<file path="config.mk">
export PLATFORM = sky130hd
export DESIGN_NAME = postinc_load_unit
export DESIGN_NICKNAME = d
export VERILOG_FILES = /design/src/rtl/plu_pkg.sv /design/src/rtl/plu_form_check.sv /design/src/rtl/plu_incr.sv /design/src/rtl/plu_extend.sv /design/src/rtl/postinc_load_unit.sv
export SDC_FILE = /design/constraint.sdc
export NUM_CORES = 1
export LEC_CHECK = 0
export ABC_AREA = 0
export BUFFER_PORTS_ARGS = -buffer_cell sky130_fd_sc_hd__buf_2
export CAP_MARGIN = 30
export CORE_AREA = 2 2 170 172
export DETAILED_ROUTE_END_ITERATION = 8
export DIE_AREA = 0 0 172 174
export HOLD_SLACK_MARGIN = 0.1
export PLACE_DENSITY = 0.78
export SLEW_MARGIN = 10
export SYNTH_ARGS = -nofsm -noshare
export SYNTH_HDL_FRONTEND = slang
export SYNTH_SLANG_ARGS = --single-unit
</file>
<file path="constraint.sdc">
create_clock -name clk -period 10.9 [get_ports clk]
set_input_delay 1.635 -clock clk [delete_from_list [all_inputs] [get_ports clk]]
set_output_delay 1.635 -clock clk [all_outputs]
set_load 0.05 [all_outputs]
</file>
<file path="src/rtl/plu_pkg.sv">
package plu_pkg;

   typedef enum logic [1:0] {
      SZ_BYTE = 2'd0,
      SZ_HALF = 2'd1,
      SZ_WORD = 2'd2,
      SZ_DBL  = 2'd3
   } ld_size_e;

   typedef enum logic [1:0] {
      ST_IDLE = 2'd0,
      ST_REQ  = 2'd1,
      ST_WAIT = 2'd2,
      ST_WB   = 2'd3
   } seq_state_e;

endpackage

</file>
<file path="src/rtl/plu_form_check.sv">
module plu_form_check #(
   parameter int IDX_W = 5
) (
   input  logic [IDX_W-1:0] rt,
   input  logic [IDX_W-1:0] ra,
   output logic             bad_form
);
   logic base_is_zero;
   logic base_is_target;

   always_comb begin
      base_is_zero   = (ra == '0);
      base_is_target = (ra == rt);
      bad_form       = base_is_zero | base_is_target;
   end
endmodule

</file>
<file path="src/rtl/plu_incr.sv">
module plu_incr #(
   parameter int XLEN  = 64,
   parameter int IMM_W = 16
) (
   input  logic [XLEN-1:0]  base,
   input  logic [XLEN-1:0]  index,
   input  logic [IMM_W-1:0] imm,
   input  logic             indexed,
   input  logic             dbl_form,
   output logic [XLEN-1:0]  next_base
);
   localparam int EXT_W = XLEN - IMM_W;

   logic [IMM_W-1:0] imm_eff;
   logic [XLEN-1:0]  imm_sx;
   logic [XLEN-1:0]  step;

   always_comb begin
      // doubleword immediate form: displacement is a multiple of four
      imm_eff   = dbl_form ? {imm[IMM_W-1:2], 2'b00} : imm;
      imm_sx    = {{EXT_W{imm_eff[IMM_W-1]}}, imm_eff};
      step      = indexed ? index : imm_sx;
      next_base = base + step;
   end
endmodule

</file>
<file path="src/rtl/plu_extend.sv">
module plu_extend
   import plu_pkg::*;
#(
   parameter int XLEN = 64
) (
   input  ld_size_e         size,
   input  logic             sign,
   input  logic [XLEN-1:0]  raw,
   output logic [XLEN-1:0]  result
);
   localparam int N_SZ = 4;

   logic [XLEN-1:0] cand [N_SZ];

   for (genvar s = 0; s < N_SZ; s++) begin : g_sz
      localparam int W = 8 << s;
      if (W >= XLEN) begin : g_full
         assign cand[s] = raw;
      end else begin : g_part
         logic fill;
         assign fill    = sign & raw[W-1];
         assign cand[s] = {{(XLEN-W){fill}}, raw[W-1:0]};
      end
   end

   always_comb begin
      result = cand[size];
   end
endmodule

</file>
<file path="src/rtl/postinc_load_unit.sv">
module postinc_load_unit
   import plu_pkg::*;
#(
   parameter int XLEN  = 64,
   parameter int IDX_W = 5,
   parameter int IMM_W = 16
) (
   input  logic             clk,
   input  logic             rst_n,
   input  logic             op_valid,
   output logic             op_ready,
   input  logic [1:0]       op_size,
   input  logic             op_sign,
   input  logic             op_indexed,
   input  logic [IDX_W-1:0] op_rt,
   input  logic [IDX_W-1:0] op_ra,
   input  logic [XLEN-1:0]  op_base,
   input  logic [XLEN-1:0]  op_index,
   input  logic [IMM_W-1:0] op_imm,
   output logic             illegal,
   output logic             mem_req_valid,
   input  logic             mem_req_ready,
   output logic [XLEN-1:0]  mem_req_addr,
   output logic [1:0]       mem_req_size,
   input  logic             mem_rsp_valid,
   input  logic [XLEN-1:0]  mem_rsp_data,
   output logic             wb_rt_en,
   output logic [IDX_W-1:0] wb_rt_idx,
   output logic [XLEN-1:0]  wb_rt_data,
   output logic             wb_ra_en,
   output logic [IDX_W-1:0] wb_ra_idx,
   output logic [XLEN-1:0]  wb_ra_data
);
   initial begin
      assert (XLEN == 64) else $error("XLEN must be 64");
      assert (IDX_W >= 1) else $error("IDX_W must be positive");
      assert (IMM_W >= 3 && IMM_W < XLEN) else $error("IMM_W out of range");
   end

   seq_state_e       state_q;
   ld_size_e         size_q;
   logic             sign_q;
   logic [IDX_W-1:0] rt_q, ra_q;
   logic [XLEN-1:0]  addr_q, nbase_q, raw_q;
   logic             illegal_q;

   logic             bad_form;
   logic [XLEN-1:0]  nbase_d;
   logic [XLEN-1:0]  ext_data;
   logic             accept;

   plu_form_check #(.IDX_W(IDX_W)) u_form (
      .rt       (op_rt),
      .ra       (op_ra),
      .bad_form (bad_form)
   );

   plu_incr #(.XLEN(XLEN), .IMM_W(IMM_W)) u_incr (
      .base      (op_base),
      .index     (op_index),
      .imm       (op_imm),
      .indexed   (op_indexed),
      .dbl_form  (op_size == SZ_DBL),
      .next_base (nbase_d)
   );

   plu_extend #(.XLEN(XLEN)) u_ext (
      .size   (size_q),
      .sign   (sign_q),
      .raw    (raw_q),
      .result (ext_data)
   );

   assign op_ready = (state_q == ST_IDLE);
   assign accept   = op_valid & op_ready;

   always_ff @(posedge clk) begin
      if (!rst_n) begin
         state_q   <= ST_IDLE;
         illegal_q <= 1'b0;
         size_q    <= SZ_BYTE;
         sign_q    <= 1'b0;
         rt_q      <= '0;
         ra_q      <= '0;
         addr_q    <= '0;
         nbase_q   <= '0;
         raw_q     <= '0;
      end else begin
         illegal_q <= accept & bad_form;
         case (state_q)
            ST_IDLE: if (accept && !bad_form) begin
               state_q <= ST_REQ;
               size_q  <= ld_size_e'(op_size);
               sign_q  <= op_sign;
               rt_q    <= op_rt;
               ra_q    <= op_ra;
               addr_q  <= op_base;
               nbase_q <= nbase_d;
            end
            ST_REQ:  if (mem_req_ready) state_q <= ST_WAIT;
            ST_WAIT: if (mem_rsp_valid) begin
               state_q <= ST_WB;
               raw_q   <= mem_rsp_data;
            end
            ST_WB:   state_q <= ST_IDLE;
            default: state_q <= ST_IDLE;
         endcase
      end
   end

   assign illegal       = illegal_q;
   assign mem_req_valid = (state_q == ST_REQ);
   assign mem_req_addr  = addr_q;
   assign mem_req_size  = size_q;
   assign wb_rt_en      = (state_q == ST_WB);
   assign wb_ra_en      = (state_q == ST_WB);
   assign wb_rt_idx     = rt_q;
   assign wb_ra_idx     = ra_q;
   assign wb_rt_data    = ext_data;
   assign wb_ra_data    = nbase_q;

   // request fields hold while stalled
   p_req_hold_r1: assert property (@(posedge clk) disable iff (!rst_n)
      mem_req_valid && !mem_req_ready |=> mem_req_valid && $stable(mem_req_addr) && $stable(mem_req_size));

   // no new operation accepted while a request is out
   p_busy_r10: assert property (@(posedge clk) disable iff (!rst_n)
      mem_req_valid |-> !op_ready);

   // both writebacks together, right after a response
   p_wb_pair_r9: assert property (@(posedge clk) disable iff (!rst_n)
      wb_rt_en == wb_ra_en);
   p_wb_after_rsp_r9: assert property (@(posedge clk) disable iff (!rst_n)
      wb_rt_en |-> $past(mem_rsp_valid));

   // an illegal form touches neither memory nor registers
   p_illegal_quiet_r8: assert property (@(posedge clk) disable iff (!rst_n)
      illegal |-> !mem_req_valid && !wb_rt_en && !wb_ra_en);
   p_illegal_src_r8: assert property (@(posedge clk) disable iff (!rst_n)
      illegal |-> $past(op_valid && op_ready));

   // zero-extended byte clears all upper bits
   p_zero_byte_r3: assert property (@(posedge clk) disable iff (!rst_n)
      wb_rt_en && !sign_q && size_q == SZ_BYTE |-> wb_rt_data[XLEN-1:8] == '0);
endmodule

</file>
==> run metrics, run 1 <==
outcome completed; DRC Markers 0; ys async rst share 0; worst relative slew slack 0.450; mapped cell area 13100 µm²; PortBufs 435; CP startpoint op_indexed; drt wl/cell approximately 17 µm; Post-CTS Setup Bufs 0; actual slew at the worst max-slew pin between 800 and 900 ps; R2R Path End wb_ra_data[20]$_SDFFE_PN0P_; RSZ-0062 raised after global routing false; initial drt markers around 1100; CP startpoint kind input port; clk slew on worst S/H paths approximately 60 ps; Nets about 2400; critical path's slowest cell buf_4; PwrDens ~190 nW/µm²; # IOs around 440; DRT Wirelength around 44 mm; clock skew a little under 8 ps; worst path cell trace buf_2 -> buf_4 -> nand2b_2 -> buf_12 -> nand2_1 -> ha_1 -> a21oi_1 -> o211ai_1 -> a21boi_0 -> a21boi_0 -> o21ai_2 -> nand4_1 -> a31o_2 -> a211oi_1 -> o31ai_1; yosys warns 0; Post-synth EDFFs 0; clk root buf clkbuf_16; Worst-Skew Late Latency approximately 520 ps; Syn Nets ~2100; CTS tree done; H-tree Lvls 1; post-layout min period slightly above 5000 ps; largest net degree at the start of global routing around 120; setup TNS 0 ps; worst reg2reg path startpoint state_q[0]$_SDFFE_PN0P_; GRT Total Usage 0.278; Initial DRT Pass Iterations 5; Die ar. about 30000 µm²; Hold WS 451 ps; total CTS buffers 24; Post-Synthesis Cells about 1800; Critical Path Most Common Cell a21boi_0; post_cts resized 0; CTS Hold Buffers Added 0; layout cells sized above 1 0.252; CP arrival roughly 5500 ps; Primary FF master, synth dfxtp_1; number of antenna violations at the first check in global routing 3; CP Depth 15; Core Area 28200 µm²; commonest non-fill, non-tap cell in the layout nand2_1; crit-path leading delay family compound AO/OA/AOI/OAI gates; syn_area_per_cell ~7.4 µm²; DRT antenna net count 0; final worst-path cycle share 0.470; IR drop worst, VDD 0.144 mV; row cnt 62; Die W ~170 µm; clock sinks approximately 210; Seq cells post-synth between 200 and 250; GP Congestion around 0.9; sequential-to-total area share from yosys stat 0.319; starting density of the core 0.463; P_leak between 7 and 8 nW; max_cap viols 0; CTS Buffer Depth 3; die height roughly 170 µm; CP bufs+invs 3; fmax 195 MHz; Hold Fails Final Rpt 0; worst min-delay path category register to register; first-pass GRT wire length 67.3 mm; Worst R2R Path Depth 6; Reg2Reg Setup Slack approximately 8300 ps; Vias/cell approximately 5.5; most frequent cells in the layout 544 x nand2_1, 434 x buf_2, 208 x dfxtp_1; CP Data Required Time about 11000 ps; critical path type input port to register; Unique masters post-synth between 70 and 80; Final Util 0.569; GRT overflow 0; peak per-stage delay on the critical path about 560 ps; Final HPWL DP between 30 and 40 mm; Layout area overhead 23.0%; CP Capture Type register; routed via count ~14000; fin. max-slew vios 0; vias in the first global route 12900; setup-violating endpoint count in the final report 0; crit path to wb_ra_data[56]$_SDFFE_PN0P_; Max FO, Critical Path 67
through the flow:
step	setup WS [ps]	std cells	cell area (µm²)	power, W
4_1_cts	5360	2511	16000	0.00308
6_report	5780	2514	16100	0.00306
2_1_floorplan	6060	1777	13100	0.00193
5_1_grt	5500	2513	16100	0.00323
3_3_place_gp	4920	2466	15200	0.00225
3_5_place_dp	4820	2469	15300	0.00227
how the worst min path moves through the flow:
stage                     slack [ps]                     endpoint                   startpoint  cells past startpoint
after floorplan                  440       raw_q[10]$_SDFFE_PN0P_       raw_q[10]$_SDFFE_PN0P_                      2
after global placement           430  wb_ra_data[63]$_SDFFE_PN0P_  wb_ra_data[63]$_SDFFE_PN0P_                      2
after detailed placement         440  wb_ra_data[25]$_SDFFE_PN0P_  wb_ra_data[25]$_SDFFE_PN0P_                      2
after CTS                        460  wb_ra_data[25]$_SDFFE_PN0P_  wb_ra_data[25]$_SDFFE_PN0P_                      2
after global routing             470  wb_ra_data[47]$_SDFFE_PN0P_  wb_ra_data[47]$_SDFFE_PN0P_                      2
final                            450  wb_ra_data[63]$_SDFFE_PN0P_  wb_ra_data[63]$_SDFFE_PN0P_                      2
power by group:
part | total [W] | internal [W] | switching, W
combinational | 0.00131 | 0.000359 | 0.000948
clock | 0.000796 | 0.000469 | 0.000327
sequential | 0.000961 | 0.000890 | 0.0000704
total | 0.00306 | 0.00172 | 0.00135
cells in the mapped netlist, types with 10 or more instances:
cell type	instances	area, µm²
a21o_1	40	300
nor2b_1	10	62.6
mux2_2	14	158
clkbuf_1	100	375
or3_1	15	93.8
a31oi_1	12	75.1
o21ai_0	115	576
buf_2	13	65.1
a21boi_0	170	1280
nor3_1	18	90.1
nor2_1	44	165
and2_1	23	144
dfxtp_1	208	4160
xnor2_1	26	228
a21oi_1	104	521
nand4_1	24	150
ha_1	67	838
o21a_1	12	90.1
inv_1	16	60.1
buf_4	20	150
nand3_1	22	110
nand2_1	545	2050
xor2_1	13	114
cells by family (layout without fill, tap and decap cells):
group	count (synthesis)	count (layout)	share of synthesized area
fa+ha+maj	68	68	0.0657
buf+inv	155	507	0.0522
simple gates	751	751	0.247
other cells	0	1	0
compound gates	541	541	0.277
mux	15	15	0.0128
xor+xnor	39	39	0.0261
flops	208	208	0.319
layer usage:
metal / vias up / track usage / part of all wire
li1: 6779 / - / -
met1: 6340 / 0.332 / 0.40
met2: 588 / 0.481 / 0.47
met3: 130 / 0.0490 / 0.075
met4: 2 / 0.130 / 0.050
met5: - / 0 / 0.00030
registers in the layout (all words and copies together), names as in the netlist:
signal and cells:
sign_q 1, mem_req_size 2, raw_q 64, state_q 2, wb_ra_idx 5, mem_req_addr 64, illegal 1, wb_rt_idx 5
wb_ra_data 64
worst min-delay path: stages (launching register included):
cell and delay, ps:
dfxtp_1 310, nand2_1 50, o31ai_1 50
final cells by class:
class                   instances  area, µm²
fillers                      2745      12200
multi-input cells            1414       8250
flip-flops and latches        208       4160
repair buffers                449       2360
clock buffers                  37        711
well taps                     384        480
inverters                      16       60.1
clock inverters                 5       52.6
diodes                          1       2.50
Power figures use the tool's default switching activity.
==> run 2: changes to the inputs <==
CORE_AREA = not set   (was 2 2 170 172)
CORE_MARGIN = 1   (was not set)
CORE_UTILIZATION = 47   (was not set)
DIE_AREA = not set   (was 0 0 172 174)
PLACE_DENSITY = 0.81   (was 0.78)
clock period = 4.41 ns   (was 10.9 ns; I/O delays follow)
==> run metrics, run 2 (same netlist as run 1, synthesis figures left out) <==
Hold WS 391 ps; commonest non-fill, non-tap cell in the layout nand2_1; PwrDens approximately 480 nW/µm²; Placement Cell Area approximately 15000 µm²; fmax around 260 MHz; largest net degree at the start of global routing between 80 and 90; Worst-Skew Late Latency around 520 ps; setup TNS 0 ps; P_leak 7.60 nW; Nets approximately 2400; fin. max-slew vios 0; clock skew around 17 ps; die height between 150 and 200 µm; CTS Buffer Depth 3; total CTS buffers 24; clk slew on worst S/H paths 60 ps; FILL cells 2472; CP startpoint kind input port; # IOs around 440; outcome completed; CTS tree done; total power around 0.0078 W; starting density of the core 0.482; PortBufs around 440; IR drop worst, VDD 0.347 mV; Core Area approximately 27000 µm²; NetSw 0.00334 W; Vias/cell roughly 5.6; H-tree Lvls 1; CP Data Required Time between 4000 and 5000 ps; Multi-input gate area around 8200 µm²; CP arrival approximately 4200 ps; Initial DRT Pass Iterations 5; Layout area overhead 24.3%; initial drt markers ~1200; clk root buf clkbuf_16; actual slew at the worst max-slew pin 882 ps; Die W 169 µm; post_cts resized 0; drt wl/cell ~17 µm; CP Capture Type register; layout cells sized above 1 0.257; Net Sw Frac 0.426; Final HPWL DP about 33 mm; DRT Wirelength 43.6 mm; Clock Power Share 0.283; Max FO, Critical Path 53; clock sinks roughly 210; worst min-delay path category input port to register; storage element area about 4200 µm²; CTS Hold Buffers Added 0; max_cap viols 0; RSZ-0062 raised after global routing false; first-pass GRT wire length 67.9 mm; Internal roughly 0.0045 W; setup-violating endpoint count in the final report 0; Final Util 0.599; post-layout min period about 3900 ps; row cnt 60; combinational power share 0.415; Seq pwr share 0.302; GRT Total Usage 0.294; Die ar. 28500 µm²; Hold Fails Final Rpt 0; Finished Cell Area approximately 16000 µm²; number of antenna violations at the first check in global routing 6; final worst-path cycle share 0.874; GRT overflow 0; critical path type input port to register; DRC Markers 0; worst relative slew slack 0.411; routed via count between 10000 and 15000; most frequent cells in the layout 544 x nand2_1, 434 x buf_2, 208 x dfxtp_1; vias in the first global route between 10000 and 15000; Post-CTS Setup Bufs 0; DRT antenna net count 0; GP Congestion 0.957
run 2: worst paths after layout:
path / startpoint / end / slack, ps / depth (start not counted)
worst max-delay path: op_indexed / wb_ra_data[56]$_SDFFE_PN0P_ / 550 / 13
worst min-delay path: mem_rsp_data[1] / raw_q[1]$_SDFFE_PN0P_ / 390 / 3
worst max register to register: state_q[0]$_SDFFE_PN0P_ / wb_ra_data[34]$_SDFFE_PN0P_ / 1910 / 7
worst min register to register: wb_ra_data[63]$_SDFFE_PN0P_ / wb_ra_data[63]$_SDFFE_PN0P_ / 450 / 2
run 2: metrics by stage:
stage          setup WS, ps  instances
6_report                554       2514
4_1_cts                 620       2509
2_1_floorplan           546       1777
3_5_place_dp           84.8       2466
5_1_grt                 261       2512
3_3_place_gp            122       2463
run 2: power by group through the flow:
stage                     registers [W]  clock network (W)  logic, W
final                           0.00237            0.00222   0.00325
after global routing            0.00240            0.00233   0.00349
after CTS                       0.00237            0.00226   0.00324
after detailed placement        0.00240                  0   0.00323
after global placement          0.00239                  0   0.00317
after floorplan                 0.00326                  0   0.00151
run 2: layer usage:
metal / GRT usage / wire (µm)
met3: 0.0519 / 3210
met2: 0.513 / 20600
met4: 0.140 / 2170
met5: 0 / 11
met1: 0.347 / 17600
run 2: worst max-delay path, cell delays in order:
cell and delay [ps]:
buf_2 340, buf_12 290, mux2_2 370, ha_1 390
o21ai_0 210, o211ai_1 110, a21boi_0 400, a21boi_0 270
o21ai_2 300, nand4_1 220, a31o_2 320, a211oi_1 250
o31ai_1 100
run 2: cell type report:
class,count,area share
Antenna cell,5,0.000771
Clock buffer,32,0.0432
Clock inverter,11,0.0114
Inverter,16,0.00370
Multi-Input combinational cell,1414,0.508
Sequential cell,208,0.256
Tap cell,372,0.0287
Timing Repair Buffer,456,0.148
==> run 3: changes to the inputs <==
SYNTH_HIERARCHICAL = 1   (was not set)
==> run metrics, run 3 <==
starting density of the core 0.481; first-pass GRT wire length around 66 mm; Placement Cell Area between 15000 and 20000 µm²; Synth top area share 0.320; Final Util 0.599; yosys warns 6; clk slew on worst S/H paths around 60 ps; vias in the first global route 12900; met2 track demand over resource 0.503; NetSw 0.00345 W; Reg2Reg Setup Slack 1910 ps; worst reg2reg path startpoint state_q[0]$_SDFFE_PN0P_; mapped cell area around 13000 µm²; CP startpoint op_size[0]; Primary FF master, synth dfxtp_1; Post-synth EDFFs 0; Final HPWL DP ~32 mm; top cells by area, synth dfxtp_1 32%, nand2_1 17%, a21boi_0 6.8%; drt wl/cell between 15 and 20 µm; Hold Fails Final Rpt 0; CP startpoint kind input port; IR drop worst, VDD approximately 0.35 mV; DRC Markers 0; final worst-path cycle share 0.885; max_cap viols 0; CTS Hold Buffers Added 0; CP Data Required Time just under 5000 ps; critical path's slowest cell fa_1; Die W between 150 and 200 µm; initial drt markers roughly 960; syn_area_per_cell 7.55 µm²; GP Congestion between 0.9 and 1; top-count cell post-synth nand2_1; FILL cells roughly 2500; number of antenna violations at the first check in global routing 8; GRT Total Usage 0.286; fin. max-slew vios 0; Vias/cell around 5.5; Yosys top cell by area dfxtp_1; Core Area about 27000 µm²; Post-Synthesis Cells 1720; worst path cell trace buf_2 -> and2_1 -> nor2_1 -> a22o_1 -> ha_1 -> inv_1 -> fa_1 -> nor2b_1 -> o2111ai_1 -> a311oi_1 -> buf_4 -> o311ai_1 -> a21oi_1 -> o31ai_2 -> a21oi_2 -> a21oi_2 -> o41ai_2 -> xor2_1 -> nand2_1 -> a21boi_1; most frequent cells in the layout 587 x nand2_1, 434 x buf_2, 206 x dfxtp_1; sequential-to-total area share from yosys stat 0.320; Critical Path Most Common Cell a21oi_2; DRT Wirelength between 40 and 50 mm; # IOs about 440; PwrDens about 500 nW/µm²; min-delay src mem_rsp_data[54]; ys async rst share 0; fmax 256 MHz; Clock Power Share 0.277; Post-CTS Setup Bufs 0; PortBufs ~440; setup ws final 507 ps; clock sinks approximately 210; worst slack at placement ~19 ps; setup-violating endpoint count in the final report 0; Worst-Skew Late Latency between 500 and 600 ps; busiest layer in global routing met2; routed via count around 14000; critical path type input port to register; post-layout min period 3900 ps; fin cells between 2000 and 2500; Max FO, Critical Path 3; peak per-stage delay on the critical path a little under 400 ps; H-tree Lvls 1; largest net degree at the start of global routing between 90 and 100; GRT overflow 0; met3 Track Usage GR 0.0618; Die ar. 28300 µm²; P_leak approximately 7.7 nW; Seq cells post-synth between 200 and 250; row cnt 60; die height between 150 and 200 µm; GRT met1 Usage 0.327; actual slew at the worst max-slew pin ~870 ps; total CTS buffers 25; Initial DRT Pass Iterations 7; Finished Cell Area around 16000 µm²; placed cells 2404; clk root buf clkbuf_16; Syn Nets slightly above 2000; CP Capture Type register; Nets about 2400; Unique masters post-synth between 70 and 80; Seq pwr share 0.299; post_cts resized 0; worst min-delay path category input port to register; combinational power share 0.424; CP arrival approximately 4400 ps; setup TNS 0 ps; Commonest cells post-synth 588 x nand2_1, 208 x dfxtp_1, 117 x a21boi_0; commonest non-fill, non-tap cell in the layout nand2_1; Internal 0.00447 W; Net Sw Frac 0.436; layout cells sized above 1 0.272; RSZ-0062 raised after global routing false; worst relative slew slack 0.407; CTS Buffer Depth 3; Layout area overhead 24.6%; clock skew 18.8 ps; DRT antenna net count 0; outcome completed; CTS tree done
## run 3: changes by cell type after synthesis, moves of 17 or more
cell      previous run  this run
xnor2_1             26        44
nand3_1             22        43
clkbuf_1           100        74
a21oi_1            104        73
nor2_1              44        27
a21boi_1             2        95
nand2_1            545       588
and2_1              23         5
buf_2               13        31
o21ai_0            115        49
a21boi_0           170       117
## run 3: metal layers
metal / routed length (µm) / up-vias
met3: 3150 / 111
met4: 1840 / 8
li1: - / 6584
met1: 16800 / 6289
met2: 20300 / 539
met5: 57 / -
## run 3: power groups by stage
stage          clock, W  sequential (W)  combinational (W)
6_report        0.00220         0.00237            0.00336
5_1_grt         0.00231         0.00240            0.00361
3_5_place_dp          0         0.00240            0.00334
4_1_cts         0.00224         0.00237            0.00335
3_3_place_gp          0         0.00239            0.00329
2_1_floorplan         0         0.00327            0.00167
## run 3: worst paths after layout
path                             endpoint  cells past startpoint
max reg2reg  mem_req_size[1]$_SDFFE_PN0P_                      6
max           wb_ra_data[62]$_SDFFE_PN0P_                     20
min reg2reg   wb_ra_data[53]$_SDFFE_PN0P_                      2
min                raw_q[54]$_SDFFE_PN0P_                      3
## run 3: logic make-up after synthesis
family | share of synthesized area
AOI/OAI and AO/OA | 0.267
xor gates and xnor gates | 0.0458
adders and majority gates | 0.0670
buffers and inverters | 0.0594
DFF | 0.320
muxes | 0.0145
and+or+nand+nor | 0.226
## run 3: worst max-delay path, delay by kind of cell
kind                       cells  cell delay, ps
AOI/OAI and AO/OA             10            2040
and+or+nand+nor                4             580
adders and majority gates      2             550
buffers and inverters          3             360
xor gates and xnor gates       1             180
## run 3: area by class of cell
| type | instances | area (µm²) | share of cell area |
|---|---|---|---|
| Sequential cell | 208 | 4170 | 0.257 |
| Timing Repair Buffer | 476 | 2540 | 0.157 |
| Antenna cell | 4 | 10.0 | 0.000618 |
| Tap cell | 341 | 427 | 0.0264 |
| Multi-Input combinational cell | 1354 | 8070 | 0.498 |
| Inverter | 25 | 93.8 | 0.00580 |
| Clock buffer | 34 | 729 | 0.0451 |
| Clock inverter | 12 | 155 | 0.00958 |
## run 3: metrics by stage
stage	hold slack, ps	total power, W
after floorplan	440	0.00494
final	380	0.00792
after CTS	363	0.00796
after global placement	438	0.00568
after detailed placement	442	0.00574
after global routing	376	0.00833
